<file path="config.mk">
export PLATFORM = sky130hd
export DESIGN_NAME = intc_pair
export DESIGN_NICKNAME = d
export VERILOG_FILES = /design/src/rtl/intc_pkg.sv /design/src/rtl/intc_decode.sv /design/src/rtl/intc_unit.sv /design/src/rtl/intc_ackpath.sv /design/src/rtl/intc_pair.sv
export SDC_FILE = /design/constraint.sdc
export NUM_CORES = 1
export LEC_CHECK = 0
export BUFFER_PORTS_ARGS = -buffer_cell sky130_fd_sc_hd__buf_2
export CAP_MARGIN = 40
export CELL_PAD_IN_SITES_DETAIL_PLACEMENT = 1
export CELL_PAD_IN_SITES_GLOBAL_PLACEMENT = 1
export CORE_MARGIN = 5
export CORE_UTILIZATION = 25
export CTS_CLUSTER_DIAMETER = 50
export DETAILED_ROUTE_END_ITERATION = 10
export PLACE_DENSITY_LB_ADDON = 0.2
export SLEW_MARGIN = 10
export SYNTH_ARGS = -nofsm -noshare
export SYNTH_HDL_FRONTEND = slang
export SYNTH_HIERARCHICAL = 1
export SYNTH_SLANG_ARGS = --single-unit
</file>
<file path="constraint.sdc">
create_clock -name clk -period 2.9 [get_ports clk]
set_input_delay 0.29 -clock clk [delete_from_list [all_inputs] [get_ports clk]]
set_output_delay 0.29 -clock clk [all_outputs]
set_load 0.1 [all_outputs]
</file>
<file path="src/rtl/intc_pkg.sv">
package intc_pkg;

  localparam int UNIT_LINES = 8;
  localparam int UNIT_IW    = 3;

  typedef enum logic [1:0] {
    ST_RUN,
    ST_BASE,
    ST_CASC,
    ST_MODE
  } init_state_e;

  // highest-priority (lowest-numbered) set bit, UNIT_LINES when none
  function automatic logic [UNIT_IW:0] first_line(input logic [UNIT_LINES-1:0] m);
    first_line = (UNIT_IW+1)'(UNIT_LINES);
    for (int i = UNIT_LINES - 1; i >= 0; i--) begin
      if (m[i]) first_line = (UNIT_IW+1)'(i);
    end
  endfunction

  function automatic logic [UNIT_LINES-1:0] line_bit(input logic [UNIT_IW-1:0] idx);
    line_bit      = '0;
    line_bit[idx] = 1'b1;
  endfunction

endpackage

</file>
<file path="src/rtl/intc_decode.sv">
module intc_decode
  import intc_pkg::*;
#(
  parameter int              ADDR_W    = 16,
  parameter logic [ADDR_W-1:0] CTRL_BASE = 16'h0020,
  parameter logic [ADDR_W-1:0] ELCR_BASE = 16'h04D0
) (
  input  logic [ADDR_W-1:0] io_addr,
  input  logic [2:0]        io_size,
  input  logic              io_wr,
  input  logic              io_rd,
  output logic [1:0]        wr_even,
  output logic [1:0]        wr_odd,
  output logic [1:0]        wr_elcr,
  output logic [1:0]        rd_even,
  output logic              rd_ctrl,
  output logic              rd_elcr,
  output logic              sel_unit,
  output logic              sel_a0
);

  logic byte_ok, ctrl_hit, elcr_hit;

  always_comb begin
    byte_ok  = (io_size == 3'd1);
    ctrl_hit = byte_ok && (io_addr[ADDR_W-1:8] == CTRL_BASE[ADDR_W-1:8])
                       && (io_addr[6:1] == CTRL_BASE[6:1]);
    elcr_hit = byte_ok && (io_addr[ADDR_W-1:1] == ELCR_BASE[ADDR_W-1:1]);
    sel_unit = io_addr[7];
    sel_a0   = io_addr[0];
    rd_ctrl  = io_rd && ctrl_hit;
    rd_elcr  = io_rd && elcr_hit;
  end

  for (genvar g = 0; g < 2; g++) begin : g_sel
    always_comb begin
      wr_even[g] = io_wr && ctrl_hit && (sel_unit == 1'(g)) && !sel_a0;
      wr_odd[g]  = io_wr && ctrl_hit && (sel_unit == 1'(g)) &&  sel_a0;
      rd_even[g] = io_rd && ctrl_hit && (sel_unit == 1'(g)) && !sel_a0;
      wr_elcr[g] = io_wr && elcr_hit && (sel_a0 == 1'(g));
    end
  end

endmodule

</file>
<file path="src/rtl/intc_unit.sv">
module intc_unit
  import intc_pkg::*;
#(
  parameter bit                    IS_MASTER = 1'b1,
  parameter int                    CAS_LINE  = 2,
  parameter logic [UNIT_LINES-1:0] ELCR_MASK = 8'hFF
) (
  input  logic                  clk,
  input  logic                  rst_n,
  input  logic [UNIT_LINES-1:0] lines_in,
  input  logic [UNIT_LINES-1:0] force_set,
  input  logic [UNIT_LINES-1:0] ext_clr,
  input  logic                  wr_even,
  input  logic                  wr_odd,
  input  logic                  wr_elcr,
  input  logic                  rd_even,
  input  logic [7:0]            wdata,
  input  logic                  ack_en,
  input  logic [UNIT_IW-1:0]    ack_idx,
  output logic                  int_out,
  output logic                  poll_hit,
  output logic [UNIT_IW-1:0]    best_idx,
  output logic [4:0]            vbase,
  output logic [7:0]            rd_even_data,
  output logic [7:0]            rd_odd_data,
  output logic [UNIT_LINES-1:0] elcr_out
);

  localparam logic [UNIT_LINES-1:0] CAS_BIT = line_bit(UNIT_IW'(CAS_LINE));

  logic [UNIT_LINES-1:0] irr_q, irr_d, isr_q, isr_d, imr_q, imr_d;
  logic [UNIT_LINES-1:0] last_q, elcr_q, elcr_d;
  logic [4:0]            base_q, base_d;
  init_state_e           st_q, st_d;
  logic                  need4_q, need4_d, rsel_q, rsel_d, poll_q, poll_d;
  logic                  aeoi_q, aeoi_d, nest_q, nest_d;
  logic                  icw1, ocw2, ocw3, cfg_en;
  logic [UNIT_IW:0]      best, cur, isr_top;
  logic [UNIT_LINES-1:0] req, cur_mask, rise, ack_bit, poll_bit, eoi_bit;

  // priority resolution
  always_comb begin
    req      = irr_q & ~imr_q;
    best     = first_line(req);
    cur_mask = isr_q & ~((IS_MASTER && nest_q) ? CAS_BIT : '0);
    cur      = first_line(cur_mask);
    isr_top  = first_line(isr_q);
    int_out  = (best < cur);
    best_idx = best[UNIT_IW-1:0];
    poll_hit = rd_even && poll_q && int_out;
    vbase    = base_q;
    elcr_out = elcr_q;
    rd_odd_data  = imr_q;
    if (poll_q)      rd_even_data = int_out ? {5'b10000, best[UNIT_IW-1:0]} : 8'h00;
    else if (rsel_q) rd_even_data = isr_q;
    else             rd_even_data = irr_q;
  end

  // next state
  always_comb begin
    icw1     = wr_even &&  wdata[4];
    ocw3     = wr_even && !wdata[4] &&  wdata[3];
    ocw2     = wr_even && !wdata[4] && !wdata[3];
    cfg_en   = wr_even || wr_odd || wr_elcr || rd_even;
    rise     = lines_in & ~last_q;
    ack_bit  = ack_en   ? line_bit(ack_idx) : '0;
    poll_bit = poll_hit ? line_bit(best[UNIT_IW-1:0]) : '0;
    eoi_bit  = '0;
    if (ocw2) begin
      case (wdata[7:5])
        3'b001:  if (isr_q != '0) eoi_bit = line_bit(isr_top[UNIT_IW-1:0]);
        3'b011:  eoi_bit = line_bit(wdata[2:0]);
        default: eoi_bit = '0;
      endcase
    end
    isr_d  = (isr_q & ~(eoi_bit | poll_bit | ext_clr)) | (aeoi_q ? '0 : ack_bit);
    irr_d  = (elcr_q & lines_in)
           | (~elcr_q & (irr_q | rise | force_set)
                      & ~((ack_bit & ~elcr_q) | poll_bit | ext_clr));
    imr_d  = imr_q;   base_d  = base_q;  st_d   = st_q;   need4_d = need4_q;
    rsel_d = rsel_q;  poll_d  = poll_q;  aeoi_d = aeoi_q; nest_d  = nest_q;
    elcr_d = elcr_q;
    if (wr_elcr) elcr_d = wdata & ELCR_MASK;
    if (rd_even && poll_q) poll_d = 1'b0;
    if (ocw3) begin
      if (wdata[2]) poll_d = 1'b1;
      if (wdata[1]) rsel_d = wdata[0];
    end
    if (wr_odd) begin
      case (st_q)
        ST_RUN:  imr_d = wdata;
        ST_BASE: begin base_d = wdata[7:3]; st_d = ST_CASC; end
        ST_CASC: st_d = need4_q ? ST_MODE : ST_RUN;
        default: begin nest_d = wdata[4]; aeoi_d = wdata[1]; st_d = ST_RUN; end
      endcase
    end
    if (icw1) begin
      irr_d  = '0;   isr_d  = '0;   imr_d  = '0;
      rsel_d = 1'b0; poll_d = 1'b0; aeoi_d = 1'b0; nest_d = 1'b0;
      need4_d = wdata[0];
      st_d    = ST_BASE;
    end
  end

  // registers
  always_ff @(posedge clk or negedge rst_n) begin
    if (!rst_n) begin
      irr_q  <= '0;
      isr_q  <= '0;
      last_q <= '0;
    end else begin
      irr_q  <= irr_d;
      isr_q  <= isr_d;
      last_q <= (wr_even && wdata[4]) ? '0 : lines_in;
    end
  end

  always_ff @(posedge clk or negedge rst_n) begin
    if (!rst_n) begin
      imr_q <= '0;  elcr_q <= '0; base_q <= '0; st_q <= ST_RUN;
      need4_q <= 1'b0; rsel_q <= 1'b0; poll_q <= 1'b0;
      aeoi_q  <= 1'b0; nest_q <= 1'b0;
    end else if (cfg_en) begin
      imr_q <= imr_d;  elcr_q <= elcr_d; base_q <= base_d; st_q <= st_d;
      need4_q <= need4_d; rsel_q <= rsel_d; poll_q <= poll_d;
      aeoi_q  <= aeoi_d;  nest_q <= nest_d;
    end
  end


  isr_on_ack_chk: assert property (@(posedge clk) disable iff (!rst_n)
    (ack_en && !aeoi_q && !wr_even && !rd_even && (ext_clr == '0)) |=> isr_q[$past(ack_idx)]);


  edge_irr_clr_chk: assert property (@(posedge clk) disable iff (!rst_n)
    (ack_en && !elcr_q[ack_idx] && !wr_elcr) |=> !irr_q[$past(ack_idx)]);


  elcr_mask_chk: assert property (@(posedge clk) disable iff (!rst_n)
    wr_elcr |=> ((elcr_q & ~ELCR_MASK) == '0));

endmodule

</file>
<file path="src/rtl/intc_ackpath.sv">
module intc_ackpath
  import intc_pkg::*;
#(
  parameter int CAS_LINE = 2
) (
  input  logic               ack_req,
  input  logic               m_int,
  input  logic [UNIT_IW-1:0] m_idx,
  input  logic [4:0]         m_base,
  input  logic               s_int,
  input  logic [UNIT_IW-1:0] s_idx,
  input  logic [4:0]         s_base,
  output logic               m_ack,
  output logic               s_ack,
  output logic [7:0]         vec
);

  localparam logic [UNIT_IW-1:0] CAS_IDX = UNIT_IW'(CAS_LINE);
  localparam logic [UNIT_IW-1:0] SPUR    = UNIT_IW'(UNIT_LINES - 1);

  logic via_slave;

  always_comb begin
    via_slave = m_int && (m_idx == CAS_IDX);
    m_ack     = ack_req && m_int;
    s_ack     = ack_req && via_slave && s_int;
    if (!m_int)         vec = {m_base, SPUR};
    else if (!via_slave) vec = {m_base, m_idx};
    else if (s_int)      vec = {s_base, s_idx};
    else                 vec = {s_base, SPUR};
  end

endmodule

</file>
<file path="src/rtl/intc_pair.sv">
module intc_pair
  import intc_pkg::*;
#(
  parameter int                  ADDR_W      = 16,
  parameter logic [ADDR_W-1:0]   CTRL_BASE   = 16'h0020,
  parameter logic [ADDR_W-1:0]   ELCR_BASE   = 16'h04D0,
  parameter logic [UNIT_LINES-1:0] M_ELCR_MASK = 8'hF8,
  parameter logic [UNIT_LINES-1:0] S_ELCR_MASK = 8'hDE,
  parameter int                  CAS_LINE    = 2
) (
  input  logic              clk,
  input  logic              rst_n,
  input  logic [15:0]       irq_lines,
  input  logic [ADDR_W-1:0] io_addr,
  input  logic [2:0]        io_size,
  input  logic              io_wr,
  input  logic              io_rd,
  input  logic [7:0]        io_wdata,
  output logic [7:0]        io_rdata,
  input  logic              ack_req,
  output logic              cpu_int,
  output logic [7:0]        int_vector
);

  localparam int NUM_UNITS = 2;
  localparam logic [UNIT_LINES-1:0] CAS_BIT = line_bit(UNIT_IW'(CAS_LINE));

  logic rst_meta, rst_q;
  logic [1:0] wr_even, wr_odd, wr_elcr, rd_even;
  logic       rd_ctrl, rd_elcr, sel_unit, sel_a0;
  logic [NUM_UNITS-1:0]                 int_v, poll_v, ack_v;
  logic [NUM_UNITS-1:0][UNIT_IW-1:0]    best_v;
  logic [NUM_UNITS-1:0][4:0]            base_v;
  logic [NUM_UNITS-1:0][UNIT_LINES-1:0] force_v, clr_v, even_v, odd_v, elcr_v;
  logic [7:0] vec_c;

  // reset: asserted asynchronously, released on the clock
  always_ff @(posedge clk or negedge rst_n) begin
    if (!rst_n) begin
      rst_meta <= 1'b0;
      rst_q    <= 1'b0;
    end else begin
      rst_meta <= 1'b1;
      rst_q    <= rst_meta;
    end
  end

  intc_decode #(.ADDR_W(ADDR_W), .CTRL_BASE(CTRL_BASE), .ELCR_BASE(ELCR_BASE)) u_dec (
    .io_addr(io_addr), .io_size(io_size), .io_wr(io_wr), .io_rd(io_rd),
    .wr_even(wr_even), .wr_odd(wr_odd), .wr_elcr(wr_elcr), .rd_even(rd_even),
    .rd_ctrl(rd_ctrl), .rd_elcr(rd_elcr), .sel_unit(sel_unit), .sel_a0(sel_a0)
  );

  // cascade wiring: slave request sets master cascade line, slave poll clears it
  always_comb begin
    force_v[0] = int_v[1]  ? CAS_BIT : '0;
    force_v[1] = '0;
    clr_v[0]   = poll_v[1] ? CAS_BIT : '0;
    clr_v[1]   = '0;
  end

  for (genvar g = 0; g < NUM_UNITS; g++) begin : g_unit
    intc_unit #(
      .IS_MASTER(g == 0),
      .CAS_LINE (CAS_LINE),
      .ELCR_MASK((g == 0) ? M_ELCR_MASK : S_ELCR_MASK)
    ) u_unit (
      .clk(clk), .rst_n(rst_q),
      .lines_in(irq_lines[g*UNIT_LINES +: UNIT_LINES]),
      .force_set(force_v[g]), .ext_clr(clr_v[g]),
      .wr_even(wr_even[g]), .wr_odd(wr_odd[g]), .wr_elcr(wr_elcr[g]),
      .rd_even(rd_even[g]), .wdata(io_wdata),
      .ack_en(ack_v[g]), .ack_idx(best_v[g]),
      .int_out(int_v[g]), .poll_hit(poll_v[g]), .best_idx(best_v[g]),
      .vbase(base_v[g]), .rd_even_data(even_v[g]), .rd_odd_data(odd_v[g]),
      .elcr_out(elcr_v[g])
    );
  end

  intc_ackpath #(.CAS_LINE(CAS_LINE)) u_ack (
    .ack_req(ack_req),
    .m_int(int_v[0]), .m_idx(best_v[0]), .m_base(base_v[0]),
    .s_int(int_v[1]), .s_idx(best_v[1]), .s_base(base_v[1]),
    .m_ack(ack_v[0]), .s_ack(ack_v[1]), .vec(vec_c)
  );

  always_comb begin
    cpu_int = int_v[0];
    if (rd_ctrl)      io_rdata = sel_a0 ? odd_v[sel_unit] : even_v[sel_unit];
    else if (rd_elcr) io_rdata = elcr_v[sel_a0];
    else              io_rdata = 8'h00;
  end

  always_ff @(posedge clk or negedge rst_q) begin
    if (!rst_q)       int_vector <= 8'h00;
    else if (ack_req) int_vector <= vec_c;
  end


  vec_hold_chk: assert property (@(posedge clk) disable iff (!rst_q)
    !ack_req |=> $stable(int_vector));


  slave_vec_chk: assert property (@(posedge clk) disable iff (!rst_q)
    ack_v[1] |=> (int_vector[7:3] == $past(base_v[1])));

endmodule

</file>
==> metrics.cfg <==
[run_status]
status = finished, violations left
violations = negative setup slack

[hold_path]
min_to = g_unit[1].u_unit/last_q[5]
hold_class = input port to register
hold_path.startpoint = irq_lines[13]
hold_depth = 2

[yosys]
synthCells = 760
yosysWarnings = 6
syn_avg_cell_area_um2 = 9.29
synth_area_um2 = 7060

[floorplan]
core_um2 = 27900
die_w_um = 178
die_area_um2 = 31700
ioPinCount = 65
rows = 61
initial_core_util_pct = 25.3
die-height_um = 178

[final_layout]
nFillCells = 3178
mostFrequentLayoutCell = buf_4
nNetsFinal = 1044
mostFrequentLayoutCells = buf_4 (131), dfrtp_1 (107), nand2_1 (76)
antennaDiodeCount = 0
drive_above_1_share_pct = 38.9
syn_to_final_growth_pct = 43.3
fin_util_pct = 36.3
fin_cells = 1365

[clocking]
clk_latency_ns = 0.36
clkTransAtPathRegs_ns = 0.08
cts.sinks = 108
cts_tree = done
cts_made_buffers = 9
cts.htree.levels = 3
cts.path.max_buffers = 2
cts_root_buf = clkbuf_16

[global_routing]
antenna_found_initial = 0
grt_max_degree = 41
grt_use_total_pct = 17.6
grt_pass1_wl_um = 42300
grt_pass1_vias = 7203
overflow = 0

[worst_setup_path]
crit_chain = and2b_1 -> nor4_4 -> and3b_1 -> ha_1 -> a211o_1 -> a21o_1 -> o21a_1 -> o22ai_1 -> mux2i_1 -> o22a_1 -> o21ai_2 -> buf_12
worst-path-buf-inv = 1
rrSetupSlack_ns = -0.35
r2r-end = g_unit[1].u_unit/irr_q[4]
arrival_ns = 3.11
cp-start-kind = register
critPathTopFamily = compound AO/OA/AOI/OAI gates
critical_path_class = register to output pin
max_stage_delay_ns = 0.38
cp_max_fo = 4
cp_data_required_time_ns = 2.61
worst_setup_path_end_kind = output pin
crit_path_top_delay_cell = dfrtp_1
r2r_cells = 16
timing.rr.start = g_unit[0].u_unit/isr_q[1]

[sta]
final.setup.tns_ns = -4.83
fin_crit_sh_pct = 117
fmax_mhz = 294
relSlewSlack_pct = 58.9
clock_skew_ns = 0.0155
slew_viol_final = 0
rsz0062_at_grt = true
hold_viol = 0
period_needed_ns = 3.40
tightestPinTransition_ns = 0.617
setup_viol = 33
layout_setup_ws_ns = -0.498

[pwr]
power_w = 0.00610
peakVddDrop_mv = 0.375
power_leakage_nw = 4.44
p_sw_share_pct = 38.5
clockPowerShare_pct = 21.1
p_int_w = 0.00375
seq_power_share_pct = 27.6
p_switching_w = 0.00235
p_per_area_nw_per_um2 = 603
comb_power_share_pct = 51.3

[job]
drv_cap = 0

[placed_design]
gp_congestion = 0.880
placed_cells = 1326
portBuffers = 64
hpwl_um = 21300
dp_slack_ns = -0.430

[drt]
drtPass1Iterations = 4
viasPerCell = 4.91
routedWlPerCell_um = 20.2
drt-initial-drc-count = 398
drc = 0
routed_wl_um = 27500
num_vias = 6708
ant_nets = 0

[timing repair]
action | 4_1_cts | 5_1_grt
hold buffers | 1 | 0
hold endpoints to repair | 2 | 0
endpoints found under the setup margin | 36 | 45
pin swaps | 27 | 28
resized for setup | 46 | 56
setup buffers | 19 | 8
cloned | 0 | 0
[metrics by stage]
| stage | cell area [um^2] | hold slack [ns] |
|---|---|---|
| after floorplan | 7400 | -0.00559 |
| final | 10100 | 0.149 |
| after detailed placement | 9110 | 0.0780 |
| after CTS | 9790 | 0.135 |
| after global routing | 10100 | 0.146 |
| after global placement | 9110 | 0.0756 |
[metal layers]
| layer | part of all wire, % | routed length (um) | global-route usage [%] | up-vias |
|---|---|---|---|---|
| met2 | 48 | 13200 | 29.1 | 126 |
| met1 | 46 | 12600 | 24.0 | 3357 |
| met5 | 0 | 0 | 0 | - |
| li1 | - | - | - | 3199 |
| met3 | 4.9 | 1350 | 2.90 | 26 |
| met4 | 1.6 | 427 | 4.22 | 0 |
[power groups by stage]
stage | clock network (W) | logic (W) | registers, W
2_1_floorplan | 0 | 0.00134 | 0.00187
3_3_place_gp | 0 | 0.00250 | 0.00171
3_5_place_dp | 0 | 0.00250 | 0.00171
4_1_cts | 0.00133 | 0.00294 | 0.00168
5_1_grt | 0.00139 | 0.00333 | 0.00169
6_report | 0.00129 | 0.00313 | 0.00168
[area by class of cell]
cell class	instances	area [um^2]	share of cell area, %
multi-input cells	625	4850	48.0
flip-flops and latches	108	2710	26.7
repair buffers	215	1690	16.7
well taps	378	473	4.67
clock buffers	10	229	2.26
inverters	23	105	1.04
clock inverters	6	65.1	0.643
[sequential cells by signal, summed over array words and instances, names as in the netlist]
register,flops
g_unit.u_unit/need4_q,2
int_vector,8
rst_q,1
g_unit.u_unit/irr_q,16
g_unit.u_unit/cur_mask,8
g_unit.u_unit/vbase,10
g_unit.u_unit/last_q,16
g_unit.u_unit/aeoi_q,2
g_unit.u_unit/rsel_q,2
g_unit.u_unit/rd_odd_data,16
g_unit.u_unit/st_q,4
g_unit.u_unit/isr_q,8
g_unit.u_unit/elcr_out,11
rst_meta,1
g_unit.u_unit/poll_q,2
g_unit.u_unit/nest_q,1
[worst max path at each step]
stage	startpoint	to	slack, ns	cells past startpoint
after global routing	g_unit[1].u_unit/rd_odd_data[7]	io_rdata[1]	-0.67	14
after CTS	g_unit[0].u_unit/isr_q[6]	io_rdata[0]	-0.53	14
final	g_unit[1].u_unit/irr_q[5]	io_rdata[1]	-0.50	12
after global placement	g_unit[0].u_unit/isr_q[6]	g_unit[1].u_unit/irr_q[4]	-0.39	13
after detailed placement	g_unit[0].u_unit/irr_q[5]	g_unit[1].u_unit/irr_q[4]	-0.43	16
after floorplan	io_addr[8]	io_rdata[3]	-0.73	5
Power figures use the tool's default switching activity.
